<file path="src/rtl/tmr_pkg.sv">
package tmr_pkg;

  typedef enum logic [1:0] {
    MODE_INTERVAL = 2'b00,
    MODE_CAPTURE  = 2'b01,
    MODE_OTHER_A  = 2'b10,
    MODE_OTHER_B  = 2'b11
  } tmrMode_e;

  // strobes issued by control to the datapath each cycle
  typedef struct packed {
    logic loadCnt;
    logic decCnt;
    logic capLatch;
    logic irqFire;
    logic toggleOut;
  } tmrStrobe_t;

endpackage

</file>
<file path="src/rtl/tmr_ctrl.sv">
module tmr_ctrl
  import tmr_pkg::*;
(
  input  logic       clk,
  input  logic       rstN,
  input  logic       chanEn,
  input  logic [1:0] modeSel,
  input  logic       startIrqEn,
  input  logic       outEn,
  input  logic       capIn,
  input  logic       cntZero,
  output tmrStrobe_t strobe,
  output logic       running
);

  logic capPrev;
  logic startNow;
  logic counting;
  logic isInterval;
  logic isCapture;
  logic capRise;

  assign startNow   = chanEn && !running;
  assign counting   = chanEn && running;
  assign isInterval = (modeSel == MODE_INTERVAL);
  assign isCapture  = (modeSel == MODE_CAPTURE);
  assign capRise    = capIn && !capPrev;

  always_comb begin
    strobe = '0;
    if (startNow) begin
      strobe.loadCnt   = 1'b1;
      strobe.irqFire   = startIrqEn && (isInterval || isCapture);
      strobe.toggleOut = startIrqEn && isInterval && outEn;
    end else if (counting) begin
      if (cntZero) begin
        strobe.loadCnt = 1'b1;
        if (isInterval) begin
          strobe.irqFire   = 1'b1;
          strobe.toggleOut = outEn;
        end
      end else begin
        strobe.decCnt = 1'b1;
      end
      if (isCapture && capRise) begin
        strobe.capLatch = 1'b1;
        strobe.irqFire  = 1'b1;
      end
    end
  end

  always_ff @(posedge clk or negedge rstN) begin
    if (!rstN) begin
      running <= 1'b0;
      capPrev <= 1'b0;
    end else begin
      running <= chanEn;
      capPrev <= capIn;
    end
  end

  // a disabled output never sees a timer toggle
  assert_no_toggle_when_off_R8: assert property (@(posedge clk) disable iff (!rstN)
    !outEn |-> !strobe.toggleOut);

  // capture mode never toggles the pin
  assert_capture_keeps_pin_R6: assert property (@(posedge clk) disable iff (!rstN)
    (modeSel == MODE_CAPTURE) |-> !strobe.toggleOut);

endmodule

</file>
<file path="src/rtl/tmr_datapath.sv">
module tmr_datapath
  import tmr_pkg::*;
#(
  parameter int CNT_W = 16
) (
  input  logic             clk,
  input  logic             rstN,
  input  tmrStrobe_t       strobe,
  input  logic [CNT_W-1:0] reloadVal,
  input  logic             swWrEn,
  input  logic             swWrData,
  output logic [CNT_W-1:0] countVal,
  output logic [CNT_W-1:0] capVal,
  output logic             irq,
  output logic             timerOut,
  output logic             cntZero
);

  localparam logic [CNT_W-1:0] CNT_ONE = {{(CNT_W-1){1'b0}}, 1'b1};

  logic outBase;
  logic outNext;

  assign cntZero = (countVal == '0);

  // software level first, timer toggle applied on top of it
  always_comb begin
    outBase = swWrEn ? swWrData : timerOut;
    outNext = strobe.toggleOut ? ~outBase : outBase;
  end

  always_ff @(posedge clk or negedge rstN) begin
    if (!rstN) begin
      countVal <= '0;
      capVal   <= '0;
      irq      <= 1'b0;
      timerOut <= 1'b0;
    end else begin
      if (strobe.loadCnt)     countVal <= reloadVal;
      else if (strobe.decCnt) countVal <= countVal - CNT_ONE;
      if (strobe.capLatch)    capVal   <= countVal;
      irq      <= strobe.irqFire;
      timerOut <= outNext;
    end
  end

  // a capture records the count seen before the edge
  assert_capture_pre_edge_R6: assert property (@(posedge clk) disable iff (!rstN)
    strobe.capLatch |=> capVal == $past(countVal));

endmodule

</file>
<file path="src/rtl/tmr_channel.sv">
module tmr_channel
  import tmr_pkg::*;
#(
  parameter int CNT_W = 16
) (
  input  logic             clk,
  input  logic             rstN,
  input  logic             chanEn,
  input  logic [1:0]       modeSel,
  input  logic             startIrqEn,
  input  logic             outEn,
  input  logic [CNT_W-1:0] reloadVal,
  input  logic             capIn,
  input  logic             swWrEn,
  input  logic             swWrData,
  output logic             irq,
  output logic             timerOut,
  output logic [CNT_W-1:0] countVal,
  output logic [CNT_W-1:0] capVal
);

  tmrStrobe_t strobe;
  logic       cntZero;
  logic       running;

  tmr_ctrl u_ctrl (
    .clk        (clk),
    .rstN       (rstN),
    .chanEn     (chanEn),
    .modeSel    (modeSel),
    .startIrqEn (startIrqEn),
    .outEn      (outEn),
    .capIn      (capIn),
    .cntZero    (cntZero),
    .strobe     (strobe),
    .running    (running)
  );

  tmr_datapath #(.CNT_W(CNT_W)) u_dp (
    .clk       (clk),
    .rstN      (rstN),
    .strobe    (strobe),
    .reloadVal (reloadVal),
    .swWrEn    (swWrEn),
    .swWrData  (swWrData),
    .countVal  (countVal),
    .capVal    (capVal),
    .irq       (irq),
    .timerOut  (timerOut),
    .cntZero   (cntZero)
  );

  assert_reload_after_zero_R2: assert property (@(posedge clk) disable iff (!rstN)
    (chanEn && running && countVal == '0) |=> countVal == $past(reloadVal));

  assert_quiet_start_R5: assert property (@(posedge clk) disable iff (!rstN)
    (chanEn && !running && !startIrqEn) |=> !irq);

  assert_silent_other_mode_R7: assert property (@(posedge clk) disable iff (!rstN)
    (modeSel == MODE_OTHER_A || modeSel == MODE_OTHER_B) |=> !irq);

  assert_pin_held_when_off_R8: assert property (@(posedge clk) disable iff (!rstN)
    (!outEn && !swWrEn) |=> $stable(timerOut));

  assert_sw_write_lands_R9: assert property (@(posedge clk) disable iff (!rstN)
    (swWrEn && !strobe.toggleOut) |=> timerOut == $past(swWrData));

  assert_frozen_when_stopped_R10: assert property (@(posedge clk) disable iff (!rstN)
    !chanEn |=> $stable(countVal));

endmodule

</file>
<file path="config.mk">
export PLATFORM = sky130hd
export DESIGN_NAME = tmr_channel
export DESIGN_NICKNAME = d
export VERILOG_FILES = /design/src/rtl/tmr_pkg.sv /design/src/rtl/tmr_ctrl.sv /design/src/rtl/tmr_datapath.sv /design/src/rtl/tmr_channel.sv
export SDC_FILE = /design/constraint.sdc
export NUM_CORES = 1
export LEC_CHECK = 0
export BUFFER_PORTS_ARGS = -buffer_cell sky130_fd_sc_hd__buf_2
export CAP_MARGIN = 20
export CORE_MARGIN = 2
export CORE_UTILIZATION = 54
export DETAILED_ROUTE_END_ITERATION = 10
export PLACE_DENSITY = 0.94
export SKIP_CTS_REPAIR_TIMING = 1
export SLEW_MARGIN = 40
export SYNTH_ARGS = -nofsm -noshare
export SYNTH_HDL_FRONTEND = slang
export SYNTH_SLANG_ARGS = --single-unit
</file>
<file path="constraint.sdc">
create_clock -name clk -period 6.1 [get_ports clk]
set_input_delay 0.915 -clock clk [delete_from_list [all_inputs] [get_ports clk]]
set_output_delay 0.915 -clock clk [all_outputs]
set_load 0.005 [all_outputs]
</file>
; ---- Word level (Yosys, flattened, before mapping)
; Index checks and enable logic that the tools add are counted.
[word_totals]
ff_bits = 36
out_inout_bits = 34
word_cells = 35
[op_classes]
addsub = 1
n_eq_ne = 1
mux = 13
bitwise = 1
n_reduce_logical = 13
[ops]
columns = cell, count
row1 = $mux 16, 2
row2 = $logic_not 16->1, 1
row3 = $sub 16x1->16 const B, 1
row4 = $mux 2, 5
row5 = $logic_and 1x1->1, 7
row6 = $mux 1, 5
row7 = $mux 5, 1
row8 = $eq 2x1->1 const B, 1
row9 = $logic_not 1->1, 2
row10 = $logic_not 2->1, 1
row11 = $reduce_bool 2->1, 1
row12 = $logic_or 1x1->1, 1
row13 = $not 1->1, 1

; ---- Logic depth before layout (Yosys ltp)
; Gate-level depths: netlist (run 1).
[logic_depth]
depth_word = 8
mapped_depth = 8

; ---- Cells and area by module
; From an unflattened synthesis (run 1), not the netlist that was laid out.
[hier_totals]
cells_unflattened = 150
area_unflattened_um2 = 1764.2
[modules_own_cells]
columns = mod, n_inst, cells_each, area_each_um2, seq_area_each_um2
row1 = tmr_datapath, 1, 136, 1615.3, 850.8
row2 = tmr_ctrl, 1, 14, 148.9, 50.0

; ---- Least setup slack after synthesis (run 1)
; OpenSTA, ideal clock, no wires.
[synth_path]
path_kind = input to register
startpoint = in chanEn
endpoint = reg u_dp.capVal[10]
setup_time_ns = 0.125
arrival_ns = 2.217
required_time_ns = 5.975
path_slack_ns = 3.759
cell_stages = 5
path_buffers = 2
cell_sequence = clkbuf_1 nand2b_1 nor2_1 buf_2 mux2_2
[synth_via]
elab_chain_len = 3
word_cells_on_any_way = 4
[synth_lines]
columns = element, line
row1 = start: declaration, tmr_channel.sv:8  ; input logic chanEn,
row2 = $logic_and 1x1->1, tmr_ctrl.sv:24  ; assign counting = chanEn && running;
row3 = $mux 5, tmr_ctrl.sv:35  ; end else if (counting) begin
row4 = $mux 2 (*), tmr_ctrl.sv:31  ; if (startNow) begin
row5 = end signal: assignment, tmr_datapath.sv:41  ; if (strobe.capLatch) capVal <= countVal;
row6 = end: declaration, tmr_datapath.sv:13  ; output logic [CNT_W-1:0] capVal,
; Mark *: on every way between the ends. The rest lies on a longest branch, timed or not.
; A chain may end at the register's enable or synchronous reset.

; ---- Worst setup path after layout (run 1)
[layout_path]
startpoint = in chanEn
endpoint = reg u_dp.capVal[15]
; Same word-level chain as after synthesis.

==> results.txt, run 1 <==
The total of max-cap violations is 0, and the maximum number of pins on one net before global-route repair is 37. After synthesis, the cell types taking the most area are dfrtp_1, mux2_2, mux2i_1. On the final layout, the worst hold slack is 0.495 ns. For this block, the via count after detailed routing is 1613. The logs give 280 for the final cell count without fillers and 6.34 ns for the critical path data required time. Detailed placement ended at an HPWL of 3.10 mm. The run gives 3310 um2 as the core area.

The final cycle utilization of the critical path works out to 0.417. The area of the mapped netlist is 1850 um2, and the number of antenna violations at the first check in global routing is 0. For this run, the top clock speed supported by timing is 393 MHz.

Compared with the post-synthesis result, the final layout area differs by 21.3%. The tightest slew margin relative to the limit is 0.494, and the clock tree skew after final layout is 0.0116 ns. The max-slew violation count was 0; the final setup slack of the worst path was 3.56 ns. The die is 62.6 um tall. Sorting the synthesized cells by how often they occur yields dfrtp_1, mux2_2, nand2_1, inv_1, o21ai_0. For the warning count from the yosys run, the log shows 0. The logs give 0.486 for the sequential cell area fraction in the yosys report and 45 for the number of distinct library cells after synthesis. Averaged over all synthesized cells, the footprint is 10.6 um2.

The count of buffer and inverter cells on the critical path was 2; the register-to-register path setup slack was 3.61 ns. Among all flip-flop cells after synthesis, the most frequent one is dfrtp_1. The number of global-route vias before repair came out at 1539. Number of instances in the placed design: 272. The arrival time at the worst endpoint is 2.78 ns, and the number of cells produced by synthesis is 174. The run gives 2 as the maximum level of the CTS H-tree.

The leading cell type by number of instances after synthesis is dfrtp_1. The instance area after placement was 2180 um2; the first-pass GRT wire length was 7.33 mm. The run gives 21 as the total number of placement rows. The clock transition at the registers of the reported paths is 0.12 ns. The congestion estimate from routability-driven global placement came to 0.830.

The worst hold path belongs to the class input port to async pin. The cell sitting at the root of the clock tree is a clkbuf_4. Fraction of final layout cells with drive strength greater than 1: 0.397. The aggregate routed wire length was 4.36 mm; the pre-CTS setup slack was 3.21 ns.

The share of the core filled with cells was 0.679. Clock tree synthesis found a total of 36 sinks. The setup path with the least slack is of type input port to register. The power per standard cell area is 268 nW/um2, and the number of synthesized flops with an enable pin is 0. Counting every net in the synthesized netlist gives 201. The tools report the maximum buffer depth of the clock tree as 2.

The actual transition at the worst max-transition pin was 0.757 ns; the net count of the finished layout was 260. The number of optimization iterations in the first detailed-route pass was 4. Setup repair after global routing left no endpoint under its margin. The violation count after the first detailed-route iteration is 116, and the largest vdd supply drop is 0.151 mV. The worst setup path is captured at a register. The die is 62.6 um wide. TritonCTS built the clock tree. The total die area was 3920 um2. The DRC violations left was 0; the number of hold violations in the final report was 0.

After detailed routing, the number of vias per cell comes to 5.76. The fraction of post-synthesis cell area in the top cell type by area works out to 0.486. In the final routed layout, each cell accounts on average for 15.6 um. For the static leakage, the log shows 1.06 nW. The synthesized design spends more area on one cell type than any other, namely dfrtp_1.

For this run the aggregate overflow at the end of global routing stands at 0. In the final timing run, aggregate negative setup slack is 0 ns. On the worst path, the slowest cell contributes a delay of 0.63 ns. The run gives 0.36 ns as the source-to-sink clock delay at the later pin of the worst-skew pair. The run gives 5 as the number of buffers added by the clock tree synthesis step. In this run, synthesis produced a sequential element count of 36.

On the critical path the largest part of the delay comes from simple AND/OR/NAND/NOR gates. The worst setup path is launched from an input port. The antenna diode count came out at 0.

After routing the design area is 2250 um2. The remaining antenna violation count came out at 0. Traced cell by cell, the critical path runs through buf_2, nand2b_1, nor2_1, buf_4, mux2_2. The final number of setup-violating endpoints was 0; the highest fanout seen on the critical path was 27. The worst path needs 2.54 ns of the cycle, external delays included.

The overall track demand over capacity in global routing was 0.241. Share of async-settable or async-resettable flops after synthesis: 1.00. The tools report the initial core utilization as 0.560.

Pin placement for this block handled 60 I/O pins. The overall power of the completed layout is 0.603 mW. The cell type of the slowest stage on the worst timing path is nor2_1.

The count of buffers from port buffering was 59. The flow ran to the end, and the final reports show no timing, DRC or antenna violations.
[cell families (layout without fill, tap and decap cells)]
family,after synthesis,in the layout,synth area share
and+or+nand+nor,54,54,0.171
AOI/OAI and AO/OA,41,41,0.158
DFF,36,36,0.486
muxes,23,23,0.135
buffers and inverters,18,78,0.0385
adders and majority gates,1,1,0.00675
xor gates and xnor gates,1,1,0.00473
[path summary, 6_finish.rpt]
| path | from | to | cells past startpoint |
|---|---|---|---|
| max | chanEn | u_dp.capVal[15] | 5 |
| min | rstN | u_dp.countVal[4] | 1 |
| max reg2reg | u_dp.countVal[0] | u_dp.countVal[5] | 7 |
| min reg2reg | u_dp.capVal[14] | u_dp.capVal[14] | 1 |
| max in group asynchronous | rstN | u_ctrl.capPrev | 1 |
| min in group clk | u_dp.capVal[14] | u_dp.capVal[14] | 1 |
[layout make-up]
class / instances / area (um2)
sequential: 36 / 901
clock inverter: 2 / 10.0
multi-input combinational: 120 / 885
clock buffer: 6 / 51.3
inverter: 10 / 37.5
timing repair buffer: 60 / 305
tap: 46 / 57.6
fill: 267 / 1060
[cells in the final DEF (no fill, tap or decap), drive strengths merged, types with 2 or more instances in the layout]
cell type / instances
a31oi: 3
a21oi: 6
clkbuf: 6
nand4: 2
or4: 2
nand2b: 3
nor3: 5
or3: 3
nand2: 12
nand3: 9
buf: 60
nor3b: 3
mux2: 16
dfrtp: 36
inv: 10
mux2i: 7
o31a: 2
a22oi: 5
o21ai: 11
nor2: 6
nor4: 3
a211o: 2
o211ai: 4
clkinv: 2
[worst register-to-register path, stage by stage (launching register included)]
cell and delay (ns):
dfrtp_1 0.45, inv_1 0.11, ha_1 0.22, nor3b_2 0.35, nand4_1 0.34, o21ai_2 0.57, o21ai_0 0.21, a22oi_1 0.17
[where the power goes]
group / switching (mW) / internal [mW] / leakage (nW)
logic: 0.0628 / 0.0772 / 0.581
registers: 0.0452 / 0.281 / 0.438
clock network: 0.0816 / 0.0548 / 0.0380
total: 0.190 / 0.413 / 1.06
[registers in the layout, summed over array words and instances, names as in the netlist]
name,flops
u_dp.capVal,16
u_dp.irq,1
u_ctrl.capPrev,1
u_dp.countVal,16
u_dp.timerOut,1
u_ctrl.running,1
[per-layer routing]
metal,global-route usage,share of wire,wire length (um)
met5,0,0,0
met4,0.0944,0.016,71
met3,0.0667,0.076,329
met2,0.390,0.48,2090
met1,0.309,0.43,1870
No activity file was read; power rests on OpenSTA's default activity.
==> run 2: changes to the inputs <==
--- a/config.mk
+++ b/config.mk
@@ -8,9 +8,9 @@
 export BUFFER_PORTS_ARGS = -buffer_cell sky130_fd_sc_hd__buf_2
 export CAP_MARGIN = 20
 export CORE_MARGIN = 2
-export CORE_UTILIZATION = 54
+export CORE_UTILIZATION = 45
 export DETAILED_ROUTE_END_ITERATION = 10
-export PLACE_DENSITY = 0.94
+export PLACE_DENSITY = 0.85
 export SKIP_CTS_REPAIR_TIMING = 1
 export SLEW_MARGIN = 40
 export SYNTH_ARGS = -nofsm -noshare
==> constraint.sdc (replaced) <==
create_clock -name clk -period 2.1 [get_ports clk]
set_input_delay 0.315 -clock clk [delete_from_list [all_inputs] [get_ports clk]]
set_output_delay 0.315 -clock clk [all_outputs]
set_load 0.005 [all_outputs]
==> run 2 against run 1 <==
  * The flow now finishes with violations (negative hold slack)
  * Combinational power grew to 3.3 times the previous value
  * Clock-buffer cell count is the same
  * Clock skew shrank 0.0057 ns
  * Non-clock buffer count grew 14
  * Critical path depth grew 2
  * Utilization shrank 7.6 points
==> results.txt, run 2 (synthesis gave the netlist of run 1 again) <==
The final cycle utilization of the critical path works out to 0.943. For the number of global-route vias before repair, the log shows 1641. For the instance area after placement, the log shows 2290 um2.

Timing would allow up to 505 MHz. The critical path in this run is classified as register to register. The number of buffers added by the clock tree synthesis step came out at 5. The total overflow left after global routing is 0. Between clock sinks in the finished design, the worst skew comes to 0.00596 ns.

Endpoint kind of the worst setup timing path: a register. The path class of the tightest hold or removal check is input port to async pin. The startpoint type of the worst setup path was a register. In the final layout, the registers with the most flip-flops are u_dp.capVal (16), u_dp.countVal (16). The number of antenna violations at the first check in global routing is 0.

The run gives 1640 as the count of vias placed by the detailed router. Most common cell after layout, fill and taps aside: buf_2. The fraction of final layout cells with drive strength greater than 1 was 0.435; the die outline height was 68.2 um. The area growth from synthesis to layout came out at 29.2%. The share of the core filled with cells was 0.603.

Row generation in the floorplan step produced 23 rows. The overall track demand over capacity in global routing is 0.215. The final reports fail on negative hold slack. The post-route minimum period is 1.98 ns, and the last weighted congestion value of the routability-driven placer is 0.908. The run gives 0.440 mV as the largest vdd supply drop. The tools report the I/O pin count as 60.

The core region is 3970 um2. For the max-slew violation count, the log shows 0. The logs give 4.56 mm for the aggregate routed wire length and 36 for the number of hold violations in the final report. In the final routed layout, each cell accounts on average for 15.3 um. Maximum number of pins on one net before global-route repair: 37. The minimum hold slack was -0.0291 ns. For the total of max-cap violations, the log shows 0. The top cell types in the final layout, fill and taps aside, are buf_2, dfrtp_1, mux2_2, buf_4, nand2_1.

In this run the number of H-tree levels came out at 2. Setup repair after global routing left no endpoint under its margin. The sum of negative setup slack is 0 ns, and the average via count per standard cell is 5.50. For the first-pass GRT wire length, the log shows 7.40 mm. The tools report the register-to-register path setup slack as 0.12 ns. The die covers 4650 um2.

The power per standard cell area is 791 nW/um2, and the CTS sink count is 36. For the initial core utilization, the log shows 0.467. For the tightest slew margin relative to the limit, the log shows 0.665. For the arrival time at the worst endpoint, the log shows 2.19 ns. The antenna diode count was 0; the final number of setup-violating endpoints was 0.

The tools report the clock root buffer as clkbuf_8. The tools report the net count of the finished layout as 274. The clock transition at the registers of the reported paths works out to 0.07 ns. The number of optimization iterations in the first detailed-route pass was 4. The count of buffers from port buffering is 59. Summed over all cells, the static leakage comes to 1.14 nW. The die is 68.2 um wide. Source-to-sink clock delay at the later pin of the worst-skew pair: 0.29 ns. The highest fanout seen on the critical path is 4. The violation count after the first detailed-route iteration came out at 75. The flow ran to the end, but the final reports show violations. At the pin with the least slew margin, the transition time is 0.498 ns. At the worst endpoint, the required time is 2.31 ns. With fillers left out, the area of the finished cells amounts to 2390 um2. For this run, design rule violations remaining after detail routing come to 0. TritonCTS built the clock tree. The clock passes through at most 2 buffers. The detail route stage leaves a number of antenna-violating nets equal to 0. For the post-DP HPWL, the log shows 3.30 mm.
==> run 2: cell types whose count changed in the layout (fill, tap and decap cells not counted) <==
| cell | change |
|---|---|
| clkbuf_8 | +5 |
| clkbuf_4 | -5 |
| o21a_2 | +1 |
| o21a_1 | -1 |
| ha_2 | +1 |
| o21ai_1 | +1 |
| o21ai_2 | -1 |
| nor3b_4 | +1 |
| nor3b_2 | -1 |
| buf_4 | +14 |
| ha_1 | -1 |
==> run 2: per-layer routing <==
metal	vias to the layer above	GRT usage	routed length [um]
li1	786	-	-
met1	796	0.273	2030
met2	53	0.356	2220
met3	5	0.0493	245
met4	0	0.0850	55
met5	-	0	0
==> run 2: path summary, 6_finish.rpt <==
kind | start | endpoint | depth (start not counted)
max in group asynchronous | rstN | u_dp.capVal[4] | 1
max reg2reg | u_dp.countVal[0] | u_dp.timerOut | 7
min in group clk | capIn | u_ctrl.capPrev | 1
min reg2reg | u_dp.capVal[14] | u_dp.capVal[14] | 1
max | u_dp.countVal[0] | u_dp.timerOut | 7
min | rstN | u_dp.timerOut | 1
==> run 2: critical path, stage by stage (launching register included) <==
cell,delay [ns]
dfrtp_1,0.38
inv_1,0.09
ha_2,0.21
nor3b_4,0.21
nand4_1,0.17
or3_4,0.38
a2111oi_4,0.30
xnor2_1,0.15
==> run 2: report_power, final <==
part	internal, mW	switching (mW)	total (mW)
Sequential	0.818	0.114	0.932
Combinational	0.253	0.204	0.457
Clock	0.261	0.244	0.506
Total	1.33	0.562	1.89
==> run 2: cell type report <==
| type | instances | area, um2 |
|---|---|---|
| clock buffers | 6 | 82.6 |
| clock inverters | 2 | 10.0 |
| fillers | 326 | 1580 |
| inverters | 10 | 37.5 |
| multi-input cells | 120 | 891 |
| flip-flops and latches | 36 | 901 |
| well taps | 50 | 62.6 |
| repair buffers | 74 | 410 |
==> run 2: stage by stage <==
| step | setup slack (ns) | total power, mW | cells | hold slack [ns] |
|---|---|---|---|---|
| after floorplan | 0.0302 | 1.15 | 174 | 0.0194 |
| after global placement | 0.186 | 1.38 | 290 | 0.439 |
| after detailed placement | 0.0878 | 1.40 | 290 | 0.449 |
| after CTS | 0.0655 | 1.91 | 298 | 0.140 |
| after global routing | 0.00716 | 2.01 | 298 | 0.00976 |
| final | 0.120 | 1.89 | 298 | -0.0291 |
==> run 3: changes to the inputs <==
--- a/config.mk
+++ b/config.mk
@@ -5,12 +5,13 @@
 export SDC_FILE = /design/constraint.sdc
 export NUM_CORES = 1
 export LEC_CHECK = 0
-export BUFFER_PORTS_ARGS = -buffer_cell sky130_fd_sc_hd__buf_2
 export CAP_MARGIN = 20
 export CORE_MARGIN = 2
-export CORE_UTILIZATION = 45
+export CORE_UTILIZATION = 55
 export DETAILED_ROUTE_END_ITERATION = 10
-export PLACE_DENSITY = 0.85
+export DONT_BUFFER_PORTS = 1
+export MAX_ROUTING_LAYER = met4
+export PLACE_DENSITY = 0.83
 export SKIP_CTS_REPAIR_TIMING = 1
 export SLEW_MARGIN = 40
 export SYNTH_ARGS = -nofsm -noshare
==> run 3 against run 2 <==
  * The flow now finishes without violations
  * Hold slack gained 0.066 ns
  * First-iteration DRC count down 19%
  * Via count decreased by 10%
  * Routed wire length down 4.8%
  * Sequential power grew 2.8%
  * Maximum frequency is 4.4% lower
  * Final area fell by 12%
  * Critical path type unchanged
  * Global-route usage increased by 2.2 points
  * Utilization up 3.8 points
  * Cell count fell by 20%
  * Clock power fell by 5.9%
  * Flip-flop and latch count is the same
==> results.txt, run 3 (synthesis gave the netlist of run 1 again) <==
The run gives 0 as the remaining antenna violation count. TritonCTS created 5 clock buffers. The final cycle utilization of the critical path came out at 0.987. The die covers 3850 um2. After layout, the design draws a total of 1.73 mW. Summed over all layers, the global routing overflow is 0. In this run the critical register-to-register path is launched from u_dp.countVal[0]. The run finished with clean final reports. The minimum hold slack is 0.0370 ns, and the initial core utilization is 0.564. The type of the most critical hold path is input port to register.

The worst hold path terminates at u_dp.countVal[7]. The number of optimization iterations in the first detailed-route pass is 4. After detailed routing, the total wire length is 4.34 mm. STA puts the critical path data arrival time at 2.34 ns.

In the final routed layout, each cell accounts on average for 18.3 um. The overall track demand over capacity in global routing is 0.238. The clock arrives with 0.00836 ns of skew. The tools report the startpoint type of the worst setup path as a register. The logs give 0 for the number of hold violations in the final report and 3.02 mm for the post-DP HPWL.

The number of cells on the worst reg-to-reg path is 7. OpenSTA, run right after detailed placement, puts the worst setup slack at 0.0335 ns. In this run, the number of DRC markers left after iteration 0 of detailed routing was 61.

The area growth from synthesis to layout is 13.6%. After floorplanning, the core was divided into 21 placement rows. Fraction of final layout cells with drive strength greater than 1: 0.246.

The logs give 2.37 ns for the critical path data required time and 0.03 ns for the register-to-register path setup slack. Leaving out fill and tap cells, the most frequent cell in the layout is dfrtp_1. The tools report the timing startpoint of the critical path as u_dp.countVal[0]. The finished cells cover 2100 um2.

TritonCTS built the clock tree. The post-route minimum period was 2.07 ns; the hold path depth was 1. The tightest slew margin relative to the limit is 0.683. The clock root buffer is clkbuf_4. The last weighted congestion value of the routability-driven placer is 0.996. Achievable frequency: 483 MHz. Largest vdd supply drop: 0.510 mV. The number of antenna violations at the first check in global routing was 0; the final number of setup-violating endpoints was 0. The tools report the maximum number of pins on one net before global-route repair as 37. The worst path meets setup with 0.0280 ns of slack.

The tools report the start point of the worst hold path as chanEn. Across all layers, the routed design uses 1472 vias. Power per standard cell area: 823 nW/um2.

The net count of the finished layout is 217. The first global-routing pass estimated 6.24 mm of wire. The worst setup path is captured at a register. The maximum buffer depth of the clock tree came out at 2. Instance area after placement: 1970 um2. The tools report the number of global-route vias before repair as 1368. Kind of critical path: register to register. Clock latency on the worst-skew pair, taken at its later pin, is 0.35 ns.

In this run the worst path has a maximum fanout of 4. The die width was 62.0 um. Static leakage: 0.895 nW. The max-slew violation count is 0. 0 antenna diodes ended up in the layout. In the layout the commonest cells are dfrtp_1, mux2_2, buf_4.

In this run the standard cell core region covers 3280 um2. The largest registers in the layout are u_dp.capVal (16), u_dp.countVal (16). The actual transition at the worst max-transition pin came out at 0.472 ns. Across the run, the number of max-cap violations was 0. The tools report the I/O pin count as 60.

Maximum level of the CTS H-tree: 2. CTS saw 36 sinks. The count of buffers added on input and output ports is 0. Clock transition at the registers of the reported paths: 0.11 ns.

Share of the core filled with cells: 0.641. In this run the vertical extent of the chip is 62.0 um. The DRC violations left is 0, and the average via count per standard cell is 6.21. In this run the critical register-to-register path is captured at u_dp.timerOut.
[run 3: cell types whose count changed in the layout (fill, tap and decap cells not counted), sizes merged]
cell | before | now
bufinv | 0 | 1
buf | 74 | 14
clkinv | 2 | 1
dlygate4sd3 | 0 | 3
[run 3: where the power goes]
group	switching, mW	total [mW]	internal (mW)	leakage [nW]
clock network	0.227	0.476	0.249	0.0422
registers	0.140	0.958	0.818	0.438
logic	0.136	0.299	0.163	0.415
total	0.503	1.73	1.23	0.895
[run 3: per-layer routing]
layer,wire [um],up-vias,GRT usage
li1,-,671,-
met1,1810,727,0.283
met5,0,-,-
met3,327,6,0.0870
met4,73,0,0.119
met2,2130,68,0.353
[run 3: stage by stage]
| step | cells | setup TNS, ns |
|---|---|---|
| 2_1_floorplan | 174 | 0 |
| 3_3_place_gp | 225 | 0 |
| 3_5_place_dp | 225 | 0 |
| 4_1_cts | 233 | 0 |
| 5_1_grt | 237 | -0.0352 |
| 6_report | 237 | 0 |
[run 3: how the worst max path moves through the flow]
stage                  endpoint  slack (ns)
6_report          u_dp.timerOut        0.03
5_1_grt           u_dp.timerOut       -0.04
4_1_cts        u_dp.countVal[0]        0.02
3_5_place_dp   u_dp.countVal[0]        0.03
3_3_place_gp      u_dp.timerOut        0.18
2_1_floorplan     u_dp.timerOut        0.03
[run 3: area by class of cell]
type	instances	area, um2
inverter	10	37.5
tap	46	57.6
multi-input combinational	120	885
clock inverter	2	35.0
sequential	36	901
clock buffer	6	41.3
timing repair buffer	17	148
fill	259	1180
[run 3: critical path, stage by stage (launching register included)]
cell and delay [ns]:
dfrtp_1 0.39, inv_1 0.10, ha_2 0.21, nor3b_2 0.20, nand4_1 0.20, or3_4 0.40, a2111oi_4 0.32, xnor2_1 0.16
